`config.mk`:
```
export PLATFORM = sky130hd
export DESIGN_NAME = serial_mem_slave
export DESIGN_NICKNAME = d
export VERILOG_FILES = /design/src/rtl/serial_mem_slave.sv
export SDC_FILE = /design/constraint.sdc
export NUM_CORES = 1
export LEC_CHECK = 0
export ABC_CLOCK_PERIOD_IN_PS = 2370
export CORE_UTILIZATION = 57
export CTS_CLUSTER_SIZE = 16
export DETAILED_ROUTE_END_ITERATION = 8
export GPL_ROUTABILITY_DRIVEN = 0
export HOLD_SLACK_MARGIN = 0.08
export PLACE_DENSITY = 0.76
export SYNTH_ARGS = -nofsm -noshare
export SYNTH_HDL_FRONTEND = slang
export SYNTH_SLANG_ARGS = --single-unit
```
`constraint.sdc`:
```
create_clock -name clk -period 2.37 [get_ports clk]
set_input_delay 0.237 -clock clk [delete_from_list [all_inputs] [get_ports clk]]
set_output_delay 0.237 -clock clk [all_outputs]
set_load 0.1 [all_outputs]
```
`src/rtl/serial_mem_slave.sv`:
```
module serial_mem_slave #(
  parameter logic [6:0] DEV_ADDR    = 7'h50,
  parameter int         DEPTH       = 16,
  parameter int         BUSY_CYCLES = 500000
) (
  input  logic clk,
  input  logic rst_n,
  input  logic scl_in,
  input  logic sda_in,
  output logic sda_pull
);
  localparam int AW = $clog2(DEPTH);
  localparam int BW = $clog2(BUSY_CYCLES + 1);

  typedef enum logic [3:0] {
    IDLE, DADDR, DACK, WADDR, WACK, WDATA, WDACK, WHOLD, RDATA, RACK
  } st_t;

  logic [1:0] scl_q, sda_q;
  logic       scl_p, sda_p;
  logic       scl_s, sda_s;
  assign scl_s = scl_q[1];
  assign sda_s = sda_q[1];

  always_ff @(posedge clk or negedge rst_n)
    if (!rst_n) begin
      scl_q <= 2'b11; sda_q <= 2'b11; scl_p <= 1'b1; sda_p <= 1'b1;
    end else begin
      scl_q <= {scl_q[0], scl_in}; sda_q <= {sda_q[0], sda_in};
      scl_p <= scl_s; sda_p <= sda_s;
    end

  logic start, stop, rise, fall;
  assign start = scl_s & scl_p & sda_p & ~sda_s;
  assign stop  = scl_s & scl_p & ~sda_p & sda_s;
  assign rise  = scl_s & ~scl_p;
  assign fall  = ~scl_s & scl_p;

  st_t         st;
  logic [7:0]  sh, wbuf;
  logic [2:0]  cnt;
  logic        got8, rw, pend, macked;
  logic [AW-1:0] ptr;
  logic [BW-1:0] bcnt;
  logic [7:0]  mem [DEPTH];
  logic        busy;
  assign busy = (bcnt != '0);

  always_ff @(posedge clk or negedge rst_n)
    if (!rst_n) begin
      st <= IDLE; sh <= '0; wbuf <= '0; cnt <= '0; got8 <= 1'b0; rw <= 1'b0;
      pend <= 1'b0; macked <= 1'b0; ptr <= '0; bcnt <= '0; sda_pull <= 1'b0;
      for (int i = 0; i < DEPTH; i++) mem[i] <= '0;
    end else begin
      if (busy) bcnt <= bcnt - 1'b1;
      if (start) begin
        st <= DADDR; cnt <= '0; got8 <= 1'b0; sda_pull <= 1'b0; pend <= 1'b0;
      end else if (stop) begin
        st <= IDLE; sda_pull <= 1'b0; pend <= 1'b0;
        if (pend) begin
          mem[ptr] <= wbuf; ptr <= ptr + 1'b1; bcnt <= BW'(BUSY_CYCLES);
        end
      end else begin
        case (st)
          DADDR, WADDR, WDATA:
            if (rise) begin
              sh <= {sh[6:0], sda_s}; cnt <= cnt + 1'b1;
              if (cnt == 3'd7) got8 <= 1'b1;
            end else if (fall && got8) begin
              got8 <= 1'b0;
              if (st == DADDR) begin
                if (sh[7:1] == DEV_ADDR && !busy) begin
                  sda_pull <= 1'b1; rw <= sh[0]; st <= DACK;
                end else st <= IDLE;
              end else if (st == WADDR) begin
                ptr <= sh[AW-1:0]; sda_pull <= 1'b1; st <= WACK;
              end else begin
                wbuf <= sh; sda_pull <= 1'b1; st <= WDACK;
              end
            end
          DACK:
            if (fall) begin
              cnt <= '0;
              if (rw) begin
                sh <= mem[ptr]; sda_pull <= ~mem[ptr][7]; st <= RDATA;
              end else begin
                sda_pull <= 1'b0; st <= WADDR;
              end
            end
          WACK:
            if (fall) begin sda_pull <= 1'b0; cnt <= '0; st <= WDATA; end
          WDACK:
            if (fall) begin sda_pull <= 1'b0; pend <= 1'b1; st <= WHOLD; end
          RDATA:
            if (fall) begin
              if (cnt == 3'd7) begin
                sda_pull <= 1'b0; ptr <= ptr + 1'b1; st <= RACK;
              end else begin
                sh <= {sh[6:0], 1'b0}; sda_pull <= ~sh[6]; cnt <= cnt + 1'b1;
              end
            end
          RACK:
            if (rise) macked <= ~sda_s;
            else if (fall) begin
              if (macked) begin
                sh <= mem[ptr]; sda_pull <= ~mem[ptr][7]; cnt <= '0; st <= RDATA;
              end else st <= IDLE;
            end
          default: ;
        endcase
      end
    end
endmodule


```
==> metrics, run 1 <==
total power density per cell area 981 mW/mm^2; CTS tree built; WHS roughly 0.21 ns; largest net degree at the start of global routing 70; Seq pwr share a little over two fifths; synth unique cells 66; syn nets slightly above 700; worst rel slew slack 56.0%; CP arrival between 2 and 3 ns; Synth Instances 698; achievable frequency 0.431 GHz; routed vias/inst between 6 and 7; Top delay family on crit path simple AND/OR/NAND/NOR gates; core box area about 0.015 mm^2; P&R area growth vs syn 13.1%; Fin Setup TNS 0 ns; fin cells 952; Max FO, Critical Path 17; vias in the first global route ~6,200; layout cells sized above 1 between 30% and 40%; final hold violation count 0; RSZ-0062 raised after global routing true; routed wire length per instance roughly 22 um; Routed Antenna Nets 0; Seq/Total Area, Yosys 51.9%; Synth Flop Type dfrtp_1; Nets between 700 and 800; placed insts about 900; period utilisation layout a little over nine tenths; Design Area, Final between 0.01 and 0.015 mm^2; Worst setup EP type register; die area 0.0162 mm^2; Final Max Tran Viols 0; CTS max path bufs 2; Overflow after GRT 0; Gate power share 28.6%; MaxCap Viol Count 0; initial core utilization 58.5%; Area after DPL roughly 0.0094 mm^2; CP max stage delay between 0.6 and 0.7 ns; synth warn 0; status finished, final reports clean; worst skew pair latency 0.44 ns; final WL 20,500 um; clock root buffer clkbuf_16; # DRC 0; initial antenna violation count 0; Setup CP Type reg2reg; TritonCTS Buffers 17; Max stage delay cell, worst path dfstp_2; Synth top area share between 50% and 60%; ranking of synthesized cells by area dfrtp_1 (50%), mux2_2 (18%), mux4_2 (7.3%); worst vdd ir roughly 710 uV; antenna diode count 0; clock power share between 20% and 30%; post-synthesis register bit count between 150 and 200; I/O Buffers 4; dpl hpwl between 10,000 and 15,000 um; switch share a little over a third; Clock Pin Slew Worst Setup and Hold Paths 0.07 ns; mapped cell area roughly 0.0089 mm^2; min Tclk post-route approximately 2.3 ns; NetSw between 3 and 4 mW; CP Launch Type register; crit path cell chain and4b_1, and2_1, buf_4, nand3_1, mux2_2; # fillers approximately 1,100; WP data required about 2.7 ns; Leakage Power about 4.7 nW; gr usage total 27.2%; Ports 5; final core occ 66.2%; largest area contributor in the netlist dfrtp_1; EDFF count, synth 0; Iteration-0 DRC Markers 490; first-pass GRT wire length around 33,000 um; Via Count between 6,000 and 7,000; internal power approximately 6.4 mW; Die Y between 100 and 150 um; DIE WIDTH around 130 um; Worst Skew approximately 0.01 ns; worst path bufs/invs 1; Final setup viols 0; # H-tree levels 4; Least-Margin Pin Slew 0.660 ns; HP Class in2reg; first drt pass iteration count 5; clock sink total 185; syn_area_per_cell roughly 13 um^2; asr flop ratio synth 100%; placement row count 45
==> flip-flops by register name, indices dropped and copies added, names as in the netlist <==
signal / flops
sda_p: 1
cnt: 3
pend: 1
st: 4
got8: 1
rw: 1
wbuf: 8
scl_q: 2
mem: 128
sh: 8
sda_pull: 1
sda_q: 2
ptr: 4
bcnt: 19
scl_p: 1
macked: 1
==> cell families after synthesis <==
group,synth area share [%]
flops,51.9
buf+inv,2.68
fa+ha+maj,0.980
mux,26.4
compound gates,7.62
xor+xnor,1.37
simple gates,9.05
==> stage by stage <==
stage                     setup WS (ns)  power, mW
after floorplan                 0.00207       5.93
after global placement           0.0733       6.77
after CTS                        0.0229       9.87
final                            0.0503       9.91
after global routing            -0.0345       10.4
after detailed placement         0.0374       6.89
==> synthesized netlist by cell type, types with 3 or more instances <==
cell type	count
o221a_2	3
or4_1	4
dfrtp_1	179
o211ai_1	8
a31oi_1	4
dfstp_2	6
nor3_1	9
inv_1	12
buf_1	3
nand4_1	4
nor2_1	45
clkbuf_1	32
o21ai_0	17
a22oi_1	10
nand3b_1	3
mux4_2	29
a21oi_1	27
nor2b_1	7
and2_1	4
mux2_2	142
ha_1	7
or3b_2	3
xor2_1	9
or2_2	3
nand3_1	26
nand2_1	20
xnor2_1	5
nand2b_1	7
buf_2	8
mux2i_1	9
==> layer usage <==
| layer | wire [um] | share of wire, % | GRT usage, % | up-vias |
|---|---|---|---|---|
| met5 | 0 | 0 | 0 | - |
| met4 | 661 | 3.2 | 12.0 | 0 |
| met3 | 1170 | 5.7 | 4.82 | 50 |
| met2 | 10100 | 49 | 45.1 | 246 |
| met1 | 8550 | 42 | 35.4 | 3115 |
| li1 | - | - | - | 2644 |
==> path summary, 6_finish.rpt <==
check	end	startpoint	cells past startpoint	slack, ns
setup / recovery	mem[49]$_DFFE_PN0P_	scl_p$_DFF_PN1_	5	0.05
hold / removal	scl_q[0]$_DFF_PN1_	scl_in	1	0.21
setup reg to reg	mem[49]$_DFFE_PN0P_	scl_p$_DFF_PN1_	5	0.05
hold reg to reg	sda_q[1]$_DFF_PN1_	sda_q[0]$_DFF_PN1_	0	0.38
max in group asynchronous	mem[81]$_DFFE_PN0P_	rst_n	3	1.26
min in group asynchronous	bcnt[8]$_DFF_PN0_	rst_n	2	0.38
==> power groups by stage <==
stage | registers, mW | clock network, mW | logic [mW]
after floorplan | 3.91 | 0 | 2.02
after CTS | 4.12 | 2.98 | 2.77
after global routing | 4.20 | 3.09 | 3.08
final | 4.14 | 2.93 | 2.83
after detailed placement | 4.17 | 0 | 2.72
after global placement | 4.14 | 0 | 2.63
==> placed cells by master, fill, tap and decap left out, types with 10 or more instances in the layout <==
cell type  instances
dfrtp_1          177
mux2_2           142
buf_4             48
nor2_1            45
mux4_2            29
a21oi_1           27
nand3_1           25
nand2_1           19
o21ai_0           17
clkbuf_16         17
inv_1             12
a22oi_1           10
==> final cells by class <==
class / count / area (um^2) / area share, %
clock buffer: 20 / 457 / 4.52
clock inverter: 12 / 153 / 1.51
inverter: 12 / 45.0 / 0.446
multi-input combinational: 456 / 4070 / 40.3
sequential: 185 / 4640 / 45.9
tap: 211 / 264 / 2.61
timing repair buffer: 56 / 473 / 4.68
==> what timing repair did <==
item                                    CTS  global route
gates resized for setup                   0             7
endpoints found under the setup margin    1            36
pin swaps                                 1             3
setup buffers                             2             1
endpoints found under the hold margin    59             0
hold buffers                              1             0
Power figures use the tool's default switching activity.
==> inputs of run 2 (changes only) <==
CORE_UTILIZATION = 60   (was 57)
CTS_BUF_LIST = sky130_fd_sc_hd__clkbuf_4   (was not set)
DONT_BUFFER_PORTS = 1   (was not set)
PLACE_DENSITY = 0.79   (was 0.76)
==> metrics, run 2 (synthesis gave the netlist of run 1 again) <==
status finished, violations left; violated checks negative hold slack; first drt pass iteration count 6; Least-Margin Pin Slew around 0.7 ns; initial antenna violation count 0; period utilisation layout a little over nine tenths; WHS -0.691 ns; Setup CP Type reg2reg; GR met3 Demand/Resource roughly 6.3%; multi-input logic area between 0.004 and 0.005 mm^2; largest registers mem x128, bcnt x19; final WL a little under 20,000 um; crit path cell chain or4_4, or4_4, buf_6, o211ai_1, xor2_1, nand2_1; I/O Buffers 0; Final Max Tran Viols 0; die area 0.0154 mm^2; core box area 0.0145 mm^2; Max FO, Critical Path 12; met2 GRT Util 46.6%; Worst Skew around 0.019 ns; Iteration-0 DRC Markers 588; MaxCap Viol Count 0; achievable frequency approximately 0.43 GHz; layout cells sized above 1 between 30% and 40%; routed wire length per instance between 20 and 25 um; Via Count slightly below 6,000; gr usage total between 20% and 30%; Overflow after GRT 0; largest net degree at the start of global routing 186; final hold violation count 185; min Tclk post-route around 2.3 ns; Ports 5; CTS tree built; Top cell by count, worst path or4_4; Largest Register mem; initial core utilization roughly three fifths; vias in the first global route 6,067; most common cell after layout, fill and taps aside dfrtp_1; Reg2Reg Launch Point bcnt[13]$_DFF_PN0_; # fillers 1,063; RSZ-0062 raised after global routing true; first-pass GRT wire length roughly 32,000 um; most frequent cells in the layout dfrtp_1 (177), mux2_2 (142), buf_4 (49); Leakage Power around 4.5 nW; total power density per cell area between 800 and 900 mW/mm^2; DIE WIDTH between 100 and 150 um; clock sink total ~190; TritonCTS Buffers 17; antenna diode count 0; Crit. Startpoint bcnt[13]$_DFF_PN0_; routed vias/inst 6.44; r2r setup slk 0.06 ns; final core occ approximately two thirds; placement row count between 40 and 50; Routed Antenna Nets 0; Worst setup EP type register; worst path bufs/invs 1; Max stage delay cell, worst path or4_4; P&R area growth vs syn 8.84%; WP data required 2.84 ns; # H-tree levels 4; CP Launch Type register; Final setup viols 0; dpl hpwl between 10,000 and 15,000 um; HP Class in2async; Nets around 740; clock root buffer clkbuf_4; most used routing layer met2; CTS hold repair buffers 2; # DRC 0; CP arrival between 2 and 3 ns; worst rel slew slack 53.7%; worst skew pair latency ~0.60 ns; met1 usage a little over a third; Clock Pin Slew Worst Setup and Hold Paths 0.16 ns; Reg area 0.00464 mm^2; Top delay family on crit path simple AND/OR/NAND/NOR gates; worst vdd ir 520 uV; Die Y roughly 120 um; max reg flops 128; CTS max path bufs 2; CP max stage delay 0.56 ns
[run 2: worst paths after layout]
kind	cells after the start	end
max in group asynchronous	0	mem[51]$_DFFE_PN0P_
min	0	bcnt[8]$_DFF_PN0_
max reg2reg	6	bcnt[5]$_DFF_PN0_
min in group clk	1	sda_q[0]$_DFF_PN1_
min reg2reg	0	sda_q[1]$_DFF_PN1_
max	6	bcnt[5]$_DFF_PN0_
[run 2: routing by layer]
metal | share of wire (%) | up-vias
li1 | - | 2636
met1 | 42 | 3061
met2 | 50 | 206
met3 | 5.7 | 42
met4 | 1.9 | 0
met5 | 0 | -
[run 2: timing repair]
item                                    4_1_cts  5_1_grt
endpoints found under the setup margin        0       35
setup buffers                                 0        2
hold endpoints to repair                    187      185
gates resized for setup                       0       11
[run 2: final cells by class]
| type | count | area share [%] |
|---|---|---|
| clock buffers | 17 | 1.31 |
| clock inverters | 15 | 1.48 |
| inverters | 12 | 0.463 |
| multi-input cells | 456 | 42.1 |
| flip-flops and latches | 185 | 47.7 |
| well taps | 184 | 2.37 |
| repair buffers | 54 | 4.52 |
[run 2: power by group]
| part | internal, mW | switching (mW) |
|---|---|---|
| Clock | 0.542 | 1.15 |
| Combinational | 1.22 | 1.54 |
| Sequential | 3.51 | 0.623 |
[run 2: per-stage QoR]
stage / total power [mW] / instance area, um^2 / TNS, ns / setup slack [ns] / cells
floorplan: 5.93 / 8930 / 0 / 0.00207 / 698
CTS: 8.50 / 9660 / 0 / 0.0484 / 921
detailed placement: 6.81 / 9370 / 0 / 0.0826 / 887
global placement: 6.67 / 9370 / 0 / 0.131 / 887
finish: 8.60 / 9720 / 0 / 0.0577 / 923
global route: 9.04 / 9720 / -0.162 / -0.0573 / 923
==> inputs of run 3 (changes only) <==
CORE_MARGIN = 4   (was not set)
==> metrics, run 3 (synthesis gave the netlist of run 1 again) <==
dpl hpwl about 13,000 um; Area after DPL 0.00939 mm^2; WP data required between 2 and 3 ns; final WL a little over 20,000 um; clock root buffer clkbuf_4; placement row count 44; # H-tree levels 4; period utilisation layout between 90 and 100%; min Tclk post-route ~2.3 ns; Top delay family on crit path simple AND/OR/NAND/NOR gates; vias in the first global route 6,289; worst vdd ir a little over 600 uV; antenna diode count 0; Final setup viols 0; routed vias/inst 6.45; Design Area, Final between 0.009 and 0.01 mm^2; violated checks negative hold slack; largest registers mem x128, bcnt x19; routed wire length per instance ~22 um; status finished, violations left; CTS tree built; r2r setup slk roughly 0.069 ns; most common cell after layout, fill and taps aside dfrtp_1; Die Y 130 um; DIE WIDTH roughly 130 um; Fin Setup TNS 0 ns; Overflow after GRT 0; clock sink total 185; crit path cell chain or4_4, or4_4, buf_8, o211ai_1, xor2_1, nor2_1; total power density per cell area roughly 900 mW/mm^2; # DRC 0; Reg2Reg Launch Point bcnt[16]$_DFF_PN0_; Reg2Reg Depth 6; Largest Register mem; achievable frequency 0.435 GHz; P&R area growth vs syn 9.55%; critical path depth in cells 6; worst path bufs/invs 1; Nets ~740; CTS hold repair buffers 2; initial core utilization between 60% and 70%; worst rel slew slack between 50% and 60%; Routed Antenna Nets 0; first drt pass iteration count 8; CP Launch Type register; Max stage delay cell, worst path or4_4; placed insts a little under 900; Pwr Total roughly 8.7 mW; Least-Margin Pin Slew approximately 0.73 ns; Top cell by count, worst path or4_4; Via Count ~6,000; Leakage Power between 4 and 5 nW; Ports 5; Iteration-0 DRC Markers 576; final hold violation count ~190; max reg flops between 100 and 150; Worst Skew ~0.03 ns; final setup margin approximately 0.069 ns; WHS -0.684 ns; initial antenna violation count 0; DP Worst Slack between 0.07 and 0.08 ns; layout cells sized above 1 about 39%; TritonCTS Buffers 17; Max FO, Critical Path 6; CP arrival around 2.8 ns; HP Class in2async; gr usage total between 20% and 30%; fin cells 930; first-pass GRT wire length 32,700 um; Worst setup EP type register; MaxCap Viol Count 0; core box area 0.0145 mm^2; Setup CP Type reg2reg; CTS max path bufs 2; most frequent cells in the layout dfrtp_1 (176), mux2_2 (142), buf_4 (55); CP max stage delay between 0.5 and 0.6 ns; Final Max Tran Viols 0; worst skew pair latency about 0.60 ns; final core occ 67.3%; largest net degree at the start of global routing 186; Clock Pin Slew Worst Setup and Hold Paths roughly 0.16 ns; Reg2Reg Capture Point bcnt[11]$_DFF_PN0_; die area 0.0169 mm^2; I/O Buffers 0
[run 3: cell types whose count changed in the layout (fill, tap and decap cells not counted), sizes merged]
cell and change:
clkinv -3, clkinvlp -3, clkbuf +3, inv +4, buf +6
[run 3: final cells by class]
cell class / instances / area [um^2]
Clock buffer: 19 / 143
Clock inverter: 13 / 131
Fill cell: 1048 / 4750
Inverter: 12 / 45.0
Multi-Input combinational cell: 456 / 4080
Sequential cell: 185 / 4640
Tap cell: 184 / 230
Timing Repair Buffer: 61 / 513
[run 3: how the worst max path moves through the flow]
stage / startpoint / to / slack, ns
after global placement: bcnt[11]$_DFF_PN0_ / bcnt[5]$_DFF_PN0_ / 0.16
after floorplan: bcnt[9]$_DFF_PN0_ / rw$_DFFE_PN0P_ / 0.002
after detailed placement: bcnt[11]$_DFF_PN0_ / bcnt[11]$_DFF_PN0_ / 0.07
final: bcnt[16]$_DFF_PN0_ / bcnt[11]$_DFF_PN0_ / 0.07
after CTS: bcnt[11]$_DFF_PN0_ / bcnt[11]$_DFF_PN0_ / 0.05
after global routing: bcnt[16]$_DFF_PN0_ / rw$_DFFE_PN0P_ / -0.007
[run 3: metal layers]
layer	vias to the layer above	routed length, um	global-route usage (%)
met5	-	0	0
met4	0	604	10.0
met3	56	1150	6.18
met2	218	9980	41.5
met1	3064	8390	32.8
li1	2663	-	-
[run 3: what timing repair did]
action | 4_1_cts | 5_1_grt
hold endpoints to repair | 187 | 185
setup endpoints to repair | 0 | 26
setup buffers | 0 | 6
resized for setup | 0 | 10
[run 3: power by group]
group          leakage, nW  internal, mW  switching (mW)
Sequential            2.48          3.52           0.627
Combinational         1.96          1.27            1.56
Clock                0.155         0.579            1.16
